`src/rtl/lpt_pkg.sv`:
```
package lpt_pkg;

    typedef enum logic [1:0] {
        ST_IDLE   = 2'd0,
        ST_SETUP  = 2'd1,
        ST_STROBE = 2'd2,
        ST_WAIT   = 2'd3
    } lpt_state_e;

endpackage

```
`src/rtl/lpt_ack_sync.sv`:
```
module lpt_ack_sync (
    input  logic clk,
    input  logic rst,
    input  logic ack_async,
    output logic ack_rise
);

    typedef struct packed {
        logic s1;
        logic s2;
        logic s3;
    } sync_t;

    sync_t r_d, r_q;

    always_comb begin
        r_d    = r_q;
        r_d.s1 = ack_async;
        r_d.s2 = r_q.s1;
        r_d.s3 = r_q.s2;
    end

    always_ff @(posedge clk) begin
        if (rst) r_q <= '0;
        else     r_q <= r_d;
    end

    assign ack_rise = r_q.s2 & ~r_q.s3;

    AST_ACK_EDGE_SINGLE: assert property (@(posedge clk) disable iff (rst)
        ack_rise |=> !ack_rise);

endmodule

```
`src/rtl/lpt_phase_timer.sv`:
```
module lpt_phase_timer #(
    parameter int CW = 5
) (
    input  logic          clk,
    input  logic          rst,
    input  logic          en,
    input  logic [CW-1:0] last,
    output logic          expired
);

    logic [CW-1:0] cnt_d, cnt_q;

    assign expired = en && (cnt_q == last);

    always_comb begin
        if (!en || expired) cnt_d = '0;
        else                cnt_d = cnt_q + 1'b1;
    end

    always_ff @(posedge clk) begin
        if (rst) cnt_q <= '0;
        else     cnt_q <= cnt_d;
    end

    AST_TIMER_BOUND: assert property (@(posedge clk) disable iff (rst)
        en |-> cnt_q <= last);

endmodule

```
`src/rtl/lpt_hs_fsm.sv`:
```
module lpt_hs_fsm
    import lpt_pkg::*;
#(
    parameter int DW         = 8,
    parameter int CW         = 5,
    parameter int SETUP_CYC  = 16,
    parameter int STROBE_CYC = 8
) (
    input  logic          clk,
    input  logic          rst,
    input  logic          host_wr,
    input  logic [DW-1:0] host_data,
    input  logic          ovr_clr,
    input  logic          ack_rise,
    input  logic          tmr_expired,
    output logic          tmr_en,
    output logic [CW-1:0] tmr_last,
    output logic [DW-1:0] prn_data,
    output logic          prn_stb_n,
    output logic          ready,
    output logic          overrun
);

    localparam logic [CW-1:0] SETUP_LAST  = CW'(SETUP_CYC - 1);
    localparam logic [CW-1:0] STROBE_LAST = CW'(STROBE_CYC - 1);

    typedef struct packed {
        lpt_state_e    st;
        logic [DW-1:0] data;
        logic          stb_n;
        logic          ovr;
    } fsm_t;

    fsm_t r_d, r_q;

    always_comb begin
        tmr_en   = (r_q.st == ST_SETUP) || (r_q.st == ST_STROBE);
        tmr_last = (r_q.st == ST_STROBE) ? STROBE_LAST : SETUP_LAST;
    end

    always_comb begin
        r_d = r_q;
        unique case (r_q.st)
            ST_IDLE: begin
                if (host_wr) begin
                    r_d.st   = ST_SETUP;
                    r_d.data = host_data;
                end
            end
            ST_SETUP: begin
                if (tmr_expired) r_d.st = ST_STROBE;
            end
            ST_STROBE: begin
                if (tmr_expired) r_d.st = ST_WAIT;
            end
            ST_WAIT: begin
                if (ack_rise) begin
                    r_d.st   = ST_IDLE;
                    r_d.data = '0;
                end
            end
            default: r_d.st = ST_IDLE;
        endcase
        r_d.stb_n = (r_d.st != ST_STROBE);
        if (host_wr && (r_q.st != ST_IDLE)) r_d.ovr = 1'b1;
        else if (ovr_clr)                   r_d.ovr = 1'b0;
    end

    always_ff @(posedge clk) begin
        if (rst) begin
            r_q.st    <= ST_IDLE;
            r_q.data  <= '0;
            r_q.stb_n <= 1'b1;
            r_q.ovr   <= 1'b0;
        end else begin
            r_q <= r_d;
        end
    end

    assign prn_data  = r_q.data;
    assign prn_stb_n = r_q.stb_n;
    assign ready     = (r_q.st == ST_IDLE);
    assign overrun   = r_q.ovr;

    AST_WRITE_ACCEPT: assert property (@(posedge clk) disable iff (rst)
        (ready && host_wr) |=> (!ready && prn_data == $past(host_data)));
    AST_STB_ONLY_BUSY: assert property (@(posedge clk) disable iff (rst)
        !prn_stb_n |-> !ready);
    AST_DATA_HOLD: assert property (@(posedge clk) disable iff (rst)
        (!ready && !$past(ready)) |-> $stable(prn_data));
    AST_RELEASE_CLEAN: assert property (@(posedge clk) disable iff (rst)
        $rose(ready) |-> (prn_stb_n && prn_data == '0));
    AST_OVR_SET: assert property (@(posedge clk) disable iff (rst)
        (!ready && host_wr) |=> overrun);
    AST_OVR_CLEAR: assert property (@(posedge clk) disable iff (rst)
        (ovr_clr && !(host_wr && !ready)) |=> !overrun);

endmodule

```
`src/rtl/lpt_out_ctrl.sv`:
```
module lpt_out_ctrl #(
    parameter int DW         = 8,
    parameter int SETUP_CYC  = 16,
    parameter int STROBE_CYC = 8
) (
    input  logic          clk,
    input  logic          rst,
    input  logic          host_wr,
    input  logic [DW-1:0] host_data,
    input  logic          ovr_clr,
    input  logic          prn_ack,
    output logic [DW-1:0] prn_data,
    output logic          prn_stb_n,
    output logic          ready,
    output logic          overrun
);

    localparam int MAXC = (SETUP_CYC > STROBE_CYC) ? SETUP_CYC : STROBE_CYC;
    localparam int CW   = (MAXC < 2) ? 1 : $clog2(MAXC);

    logic          ack_rise;
    logic          tmr_en;
    logic          tmr_expired;
    logic [CW-1:0] tmr_last;

    lpt_ack_sync u_sync (
        .clk       (clk),
        .rst       (rst),
        .ack_async (prn_ack),
        .ack_rise  (ack_rise)
    );

    lpt_phase_timer #(.CW(CW)) u_timer (
        .clk     (clk),
        .rst     (rst),
        .en      (tmr_en),
        .last    (tmr_last),
        .expired (tmr_expired)
    );

    lpt_hs_fsm #(
        .DW         (DW),
        .CW         (CW),
        .SETUP_CYC  (SETUP_CYC),
        .STROBE_CYC (STROBE_CYC)
    ) u_fsm (
        .clk         (clk),
        .rst         (rst),
        .host_wr     (host_wr),
        .host_data   (host_data),
        .ovr_clr     (ovr_clr),
        .ack_rise    (ack_rise),
        .tmr_expired (tmr_expired),
        .tmr_en      (tmr_en),
        .tmr_last    (tmr_last),
        .prn_data    (prn_data),
        .prn_stb_n   (prn_stb_n),
        .ready       (ready),
        .overrun     (overrun)
    );

    initial begin
        assert (SETUP_CYC >= 1 && STROBE_CYC >= 1)
            else $error("lpt_out_ctrl: delay parameters must be at least 1");
    end

endmodule

```
`config.mk`:
```
export PLATFORM = sky130hd
export DESIGN_NAME = lpt_out_ctrl
export DESIGN_NICKNAME = d
export VERILOG_FILES = /design/src/rtl/lpt_pkg.sv /design/src/rtl/lpt_ack_sync.sv /design/src/rtl/lpt_phase_timer.sv /design/src/rtl/lpt_hs_fsm.sv /design/src/rtl/lpt_out_ctrl.sv
export SDC_FILE = /design/constraint.sdc
export NUM_CORES = 1
export LEC_CHECK = 0
export BUFFER_PORTS_ARGS = -buffer_cell sky130_fd_sc_hd__buf_2
export CAP_MARGIN = 25
export CORE_ASPECT_RATIO = 0.8
export CORE_MARGIN = 4
export CORE_UTILIZATION = 45
export CTS_BUF_LIST = sky130_fd_sc_hd__clkbuf_16
export CTS_CLUSTER_SIZE = 16
export DETAILED_ROUTE_END_ITERATION = 8
export PLACE_DENSITY_LB_ADDON = 0.05
export SYNTH_ARGS = -nofsm -noshare
export SYNTH_HDL_FRONTEND = slang
export SYNTH_SLANG_ARGS = --single-unit
```
`constraint.sdc`:
```
create_clock -name clk -period 1.6 [get_ports clk]
set_input_delay 0.08 -clock clk [delete_from_list [all_inputs] [get_ports clk]]
set_output_delay 0.08 -clock clk [all_outputs]
set_load 0.1 [all_outputs]
```
After elaboration in Yosys (flattened, before gate mapping)
Index checks and enable logic that the tools add are counted.
{"block": "word_totals", "in_bits": 13, "out_inout_bits": 11, "register_bits": 19, "wordCells": 38}
{"block": "op_classes", "bitwise_logic": 2, "n_reduce_logical": 11, "mux": 9, "n_eq_ne": 7, "add_sub_neg": 1}
{"cell": "10-bit 2-to-1 mux", "count": 2}
{"cell": "8-bit case mux with 2 select lines", "count": 1}
{"cell": "2-bit case mux with 4 select lines", "count": 1}
{"cell": "2-bit inequality test, second input constant", "count": 3}
{"cell": "2-bit nonzero test", "count": 3}
{"cell": "4-bit by 1-bit adder with 4-bit output, second input constant", "count": 1}
{"cell": "2-bit == test, second input constant", "count": 2}
{"cell": "4-bit == test", "count": 1}
{"cell": "2-bit 2-to-1 mux", "count": 2}
{"cell": "4-bit 2-to-1 mux", "count": 1}
{"cell": "3-bit AND reduction", "count": 1}
{"cell": "2-bit by 1-bit == test with 1-bit output, second input constant", "count": 1}
{"cell": "1-bit logical AND", "count": 2}
{"cell": "2-bit zero test", "count": 1}
{"cell": "1-bit logical OR", "count": 2}
{"cell": "1-bit 2-to-1 mux", "count": 2}
{"cell": "2-bit OR reduction", "count": 1}
{"cell": "1-bit bitwise AND", "count": 1}
{"cell": "1-bit zero test", "count": 1}
{"cell": "1-bit inverter", "count": 1}

Longest topological paths before layout
{"block": "depth", "depth_word": 7, "depth_mapped": 7, "depth_no_buf": 6}

Hierarchy
From an unflattened synthesis, not the netlist that was laid out.
{"block": "unflattened", "cells_unflattened": 104, "area_unflattened_um2": 940.9}
{"module": "lpt_hs_fsm", "cells_per_inst": 78, "seq_area_each_um2": 240.2, "area_per_inst_um2": 655.6, "instances": 1}
{"module": "lpt_phase_timer", "cells_per_inst": 19, "seq_area_each_um2": 80.1, "area_per_inst_um2": 197.7, "instances": 1}
{"module": "lpt_ack_sync", "cells_per_inst": 7, "seq_area_each_um2": 60.1, "area_per_inst_um2": 87.6, "instances": 1}

Worst setup path before layout
OpenSTA, ideal clock, no wires.
{"block": "synth_timing", "path_kind": "reg-to-reg", "startpoint": "reg u_fsm.r_q[10] (netlist bit)", "endpoint": "reg u_fsm.r_q, in the netlist u_fsm.prn_data[0]", "n_path_buf": 1, "synth_period_minus_slack_ns": 2.219, "required_ns": 1.530, "setup_time_ns": 0.070, "arrival_time_ns": 2.148, "path_stages_with_launch": 8, "path_slack_ns": -0.619, "path_cell_list": "dfxtp_1 -> inv_1 -> ha_1 -> buf_2 -> mux2i_1 -> a21o_1 -> nand2_1 -> a21oi_1"}
{"block": "synth_between", "elab_chain_len": 3, "elab_cells_between_ends": 7, "classes_between": "eq/ne: 3; mux: 1; reduce/logical: 3"}
{"item": "from (decl)", "line": "lpt_hs_fsm.sv:34", "text": "fsm_t r_d, r_q;"}
{"item": "from (signal assigned)", "line": "lpt_hs_fsm.sv:76", "text": "r_q <= r_d;"}
{"item": "2-bit zero test *"}
{"item": "named net ready", "line": "lpt_out_ctrl.sv:14", "text": "output logic ready,"}
{"item": "2-bit inequality test (no source line) / 2-bit nonzero test (equally long branches)"}
{"item": "3-bit AND reduction (no source line)"}
Mark *: on every way through the listed nets, which the timed path passes. The rest lies on a longest branch.
A chain may end at the register's enable or synchronous reset.

Worst setup path after layout
{"block": "layout_timing", "startpoint": "reg u_fsm.r_q[10] (netlist bit)", "endpoint": "reg u_fsm.r_q, in the netlist u_fsm.prn_stb_n"}
{"block": "layout_between", "elab_chain_len": 7, "elab_cells_between_ends": 14, "classes_between": "eq/ne: 5; mux: 6; reduce/logical: 3"}
{"item": "2-bit == test", "line": "lpt_hs_fsm.sv:37, lpt_hs_fsm.sv:38, lpt_hs_fsm.sv:43"}
{"item": "4-bit 2-to-1 mux", "line": "lpt_hs_fsm.sv:38", "text": "tmr_last = (r_q.st == ST_STROBE) ? STROBE_LAST : SETUP_LAST;"}
{"item": "4-bit == test", "line": "lpt_phase_timer.sv:13", "text": "assign expired = en && (cnt_q == last);"}
{"item": "1-bit logical AND", "line": "lpt_phase_timer.sv:13"}
{"item": "2-bit 2-to-1 mux (on tied branches)", "line": "lpt_hs_fsm.sv:54, lpt_hs_fsm.sv:51"}
{"item": "2-bit case mux with 4 select lines *", "line": "lpt_hs_fsm.sv:43", "text": "unique case (r_q.st)"}
{"item": "2-bit inequality test *", "line": "lpt_hs_fsm.sv:64", "text": "r_d.stb_n = (r_d.st != ST_STROBE);"}
Every way passes the cells marked *; elsewhere a longest branch is shown, timed or not. The select of a mux whose other input is x is not followed.

==> results_dict.tcl <==
set metrics [dict create \
    layout_common_cells "23 x buf_2, 17 x dfxtp_1, 13 x nand3_1, 10 x a21oi_1, 9 x nand2_1" \
    setup_tns_ns -0.204 \
    grt-ovfl-total 0 \
    pwr-share-comb_pct 24.1 \
    die_h_um 47.4 \
    final_max_slew_viol_count 0 \
    first_pass_iters 4 \
    vias_per_cell 5.18 \
    rsz0062_at_grt "true" \
    io_pins 24 \
    cts_root_buf "clkbuf_16" \
    wl_per_cell_um 13.5 \
    clock_sinks 19 \
    sw_frac_of_total_pct 30.8 \
    min_path_type "in -> reg" \
    diodes 0 \
    ys_ff_latch 19 \
    critPathRequiredTime_ns 1.79 \
    first_global_vias 607 \
    die_x_um 57.2 \
    reg2reg_depth 5 \
    htree_levels 1 \
    drt_iter0_drc 16 \
    tritoncts "yes" \
    rrSetupSlack_ns -0.11 \
    ys_types 27 \
    cp_max_fo 6 \
    worstMarginPinSlew_ns 0.927 \
    die-area_mm2 0.00271 \
    setup_violations 2 \
    postCtsSetupBuffers 0 \
    endpoint "u_fsm.prn_stb_n" \
    ys.warnings.count 0 \
    vias 704 \
    fin_ws_ns -0.112 \
    grt_max_degree 17 \
    cp-end-kind "flip-flop" \
    seq_area_frac_synth_pct 43.6 \
    synth_edf_count 0 \
    maxCapViolCount 0 \
    finalNetCount 133 \
    syn_nets 115 \
    synth_flop_cell "dfxtp_1" \
    crit_chain "inv_2 -> ha_2 -> a2111oi_0 -> a2111oi_4 -> nand3_1" \
    syn_area_um2 872 \
    syn_to_final_growth_pct 26.0 \
    maxClockFrequency_ghz 0.584 \
    rr_startpoint "u_fsm.r_q[10]" \
    pre_cts_slack_ns -0.0445 \
    crit_type "reg -> reg" \
    slew-limit-headroom_pct 36.6 \
    finalClockSkew_ns 0.00130 \
    grt_pass1_wl_um 2690 \
    core.rowCount 13 \
    r2r-end "u_fsm.prn_stb_n" \
    cts.reportedPaths.clkPinSlew_ns 0.05 \
    pwr-share-seq_pct 38.4 \
    cp_slowest_cell "a2111oi_0" \
    ys_async_sr_fraction_pct 0 \
    mostFrequentLayoutCell "buf_2" \
    drtAntennaViolNets 0 \
    cp_slowest_stage_delay_ns 0.83 \
    clockBufferDepth 2 \
    finalInstanceArea_mm2 0.00110 \
    power_leakage_nw 0.451 \
    placed_cell_area_um2 973 \
    core-area_mm2 0.00172 \
    synthCells 97 \
    violations "setup timing" \
    p_int_w 0.000926 \
    dp_hpwl_um 1230 \
    routed_wl_um 1840 \
    antenna_found_initial 0 \
    worst_setup_path_start_kind "flip-flop" \
    start_util_pct 50.6 \
    cts_made_buffers 3 \
    peakVddDrop_v 0.00114 \
    p_clk_share_pct 37.6 \
    avgSynthCellArea_um2 8.99 \
    port_buffers 23 \
    critPathLaunch "u_fsm.r_q[10]" \
    power.switching_w 0.000413 \
    arrival_ns 1.90 \
    status "finished, violations left" \
    drive_gt1_share_pct 37.7 \
    gp_congestion 0.775 \
    hold_viol 0 \
    clock_latency_ns 0.25 \
    fin_crit_sh_pct 107 \
    layout_min_cycle_time_ns 1.71 \
    drc 0 \
    track_usage_pct 13.5 \
    powerDensity_mw_per_mm2 1220 \
]
## Yosys cell counts, types with 2 or more instances
| library cell | n | area (µm²) |
|---|---|---|
| a21oi_1 | 10 | 50.1 |
| nor2_1 | 4 | 15.0 |
| buf_4 | 8 | 60.1 |
| nand3_1 | 13 | 65.1 |
| nor2b_1 | 4 | 25.0 |
| nand2b_1 | 4 | 25.0 |
| ha_1 | 5 | 62.6 |
| xor2_1 | 2 | 17.5 |
| dfxtp_1 | 19 | 380 |
| inv_1 | 3 | 11.3 |
| nand2_1 | 9 | 33.8 |
## worst min-delay path by stage
stage          startpoint            end  depth (start not counted)
3_3_place_gp      prn_ack  u_sync.r_d[1]                          2
4_1_cts           prn_ack  u_sync.r_d[1]                          2
2_1_floorplan         rst  u_sync.r_d[0]                          1
3_5_place_dp      prn_ack  u_sync.r_d[1]                          2
5_1_grt           prn_ack  u_sync.r_d[1]                          2
6_report          prn_ack  u_sync.r_d[1]                          2
## metal layers
layer	track usage [%]	part of all wire, %
met1	15.1	44
met2	23.0	49
met3	6.32	7.0
met4	5.56	0.87
met5	0	0
## cell families after synthesis
logic type	count (synthesis)	share of synthesized area, %
AND/OR/NAND/NOR	38	22.1
multiplexers	1	1.15
buffers and inverters	14	9.61
XOR/XNOR	3	3.01
flip-flops	19	43.6
AO/OA/AOI/OAI	17	13.3
adder cells (fa/ha/maj)	5	7.17
## cell type report
class	instances	area, µm²
well taps	22	27.5
fillers	155	626
clock buffers	3	75.1
multi-input cells	64	474
repair buffers	24	123
clock inverters	1	5.00
inverters	3	11.3
flip-flops and latches	19	383
## metrics by stage
step                power, W  cells  hold slack (ns)  utilization [%]
CTS                  0.00134    136           0.0378             61.3
detailed placement  0.000828    132            0.296             56.5
global route         0.00139    136           0.0549             63.7
floorplan           0.000791     97            0.152                -
finish               0.00134    136           0.0378             63.7
global placement    0.000825    132            0.293             56.5
## critical path, delay by kind of cell (launching register included)
kind,cells,cell delay (ns)
flops,1,0.36
buf+inv,1,0.06
compound gates,2,0.88
fa+ha+maj,1,0.23
simple gates,1,0.12
## power groups by stage
stage	Combinational, W	Clock [W]	Sequential [W]
4_1_cts	0.000307	0.000516	0.000514
5_1_grt	0.000341	0.000535	0.000517
6_report	0.000322	0.000503	0.000514
3_3_place_gp	0.000303	0	0.000522
3_5_place_dp	0.000305	0	0.000523
2_1_floorplan	0.000250	0	0.000541
## sequential cells by signal (all words and copies together) (netlist names)
signal / count
u_fsm.overrun: 1
u_fsm.prn_data: 8
u_fsm.prn_stb_n: 1
u_fsm.r_q: 2
u_sync.r_d: 2
u_sync.r_q: 1
u_timer.cnt_q: 4
## timing repair
action                                  CTS  global route
hold buffers                              0             0
gates resized for setup                   2             7
gates cloned                              0             0
pin swaps                                 0             0
endpoints found under the setup margin    1             3
(Power assumes the default switching activity.)
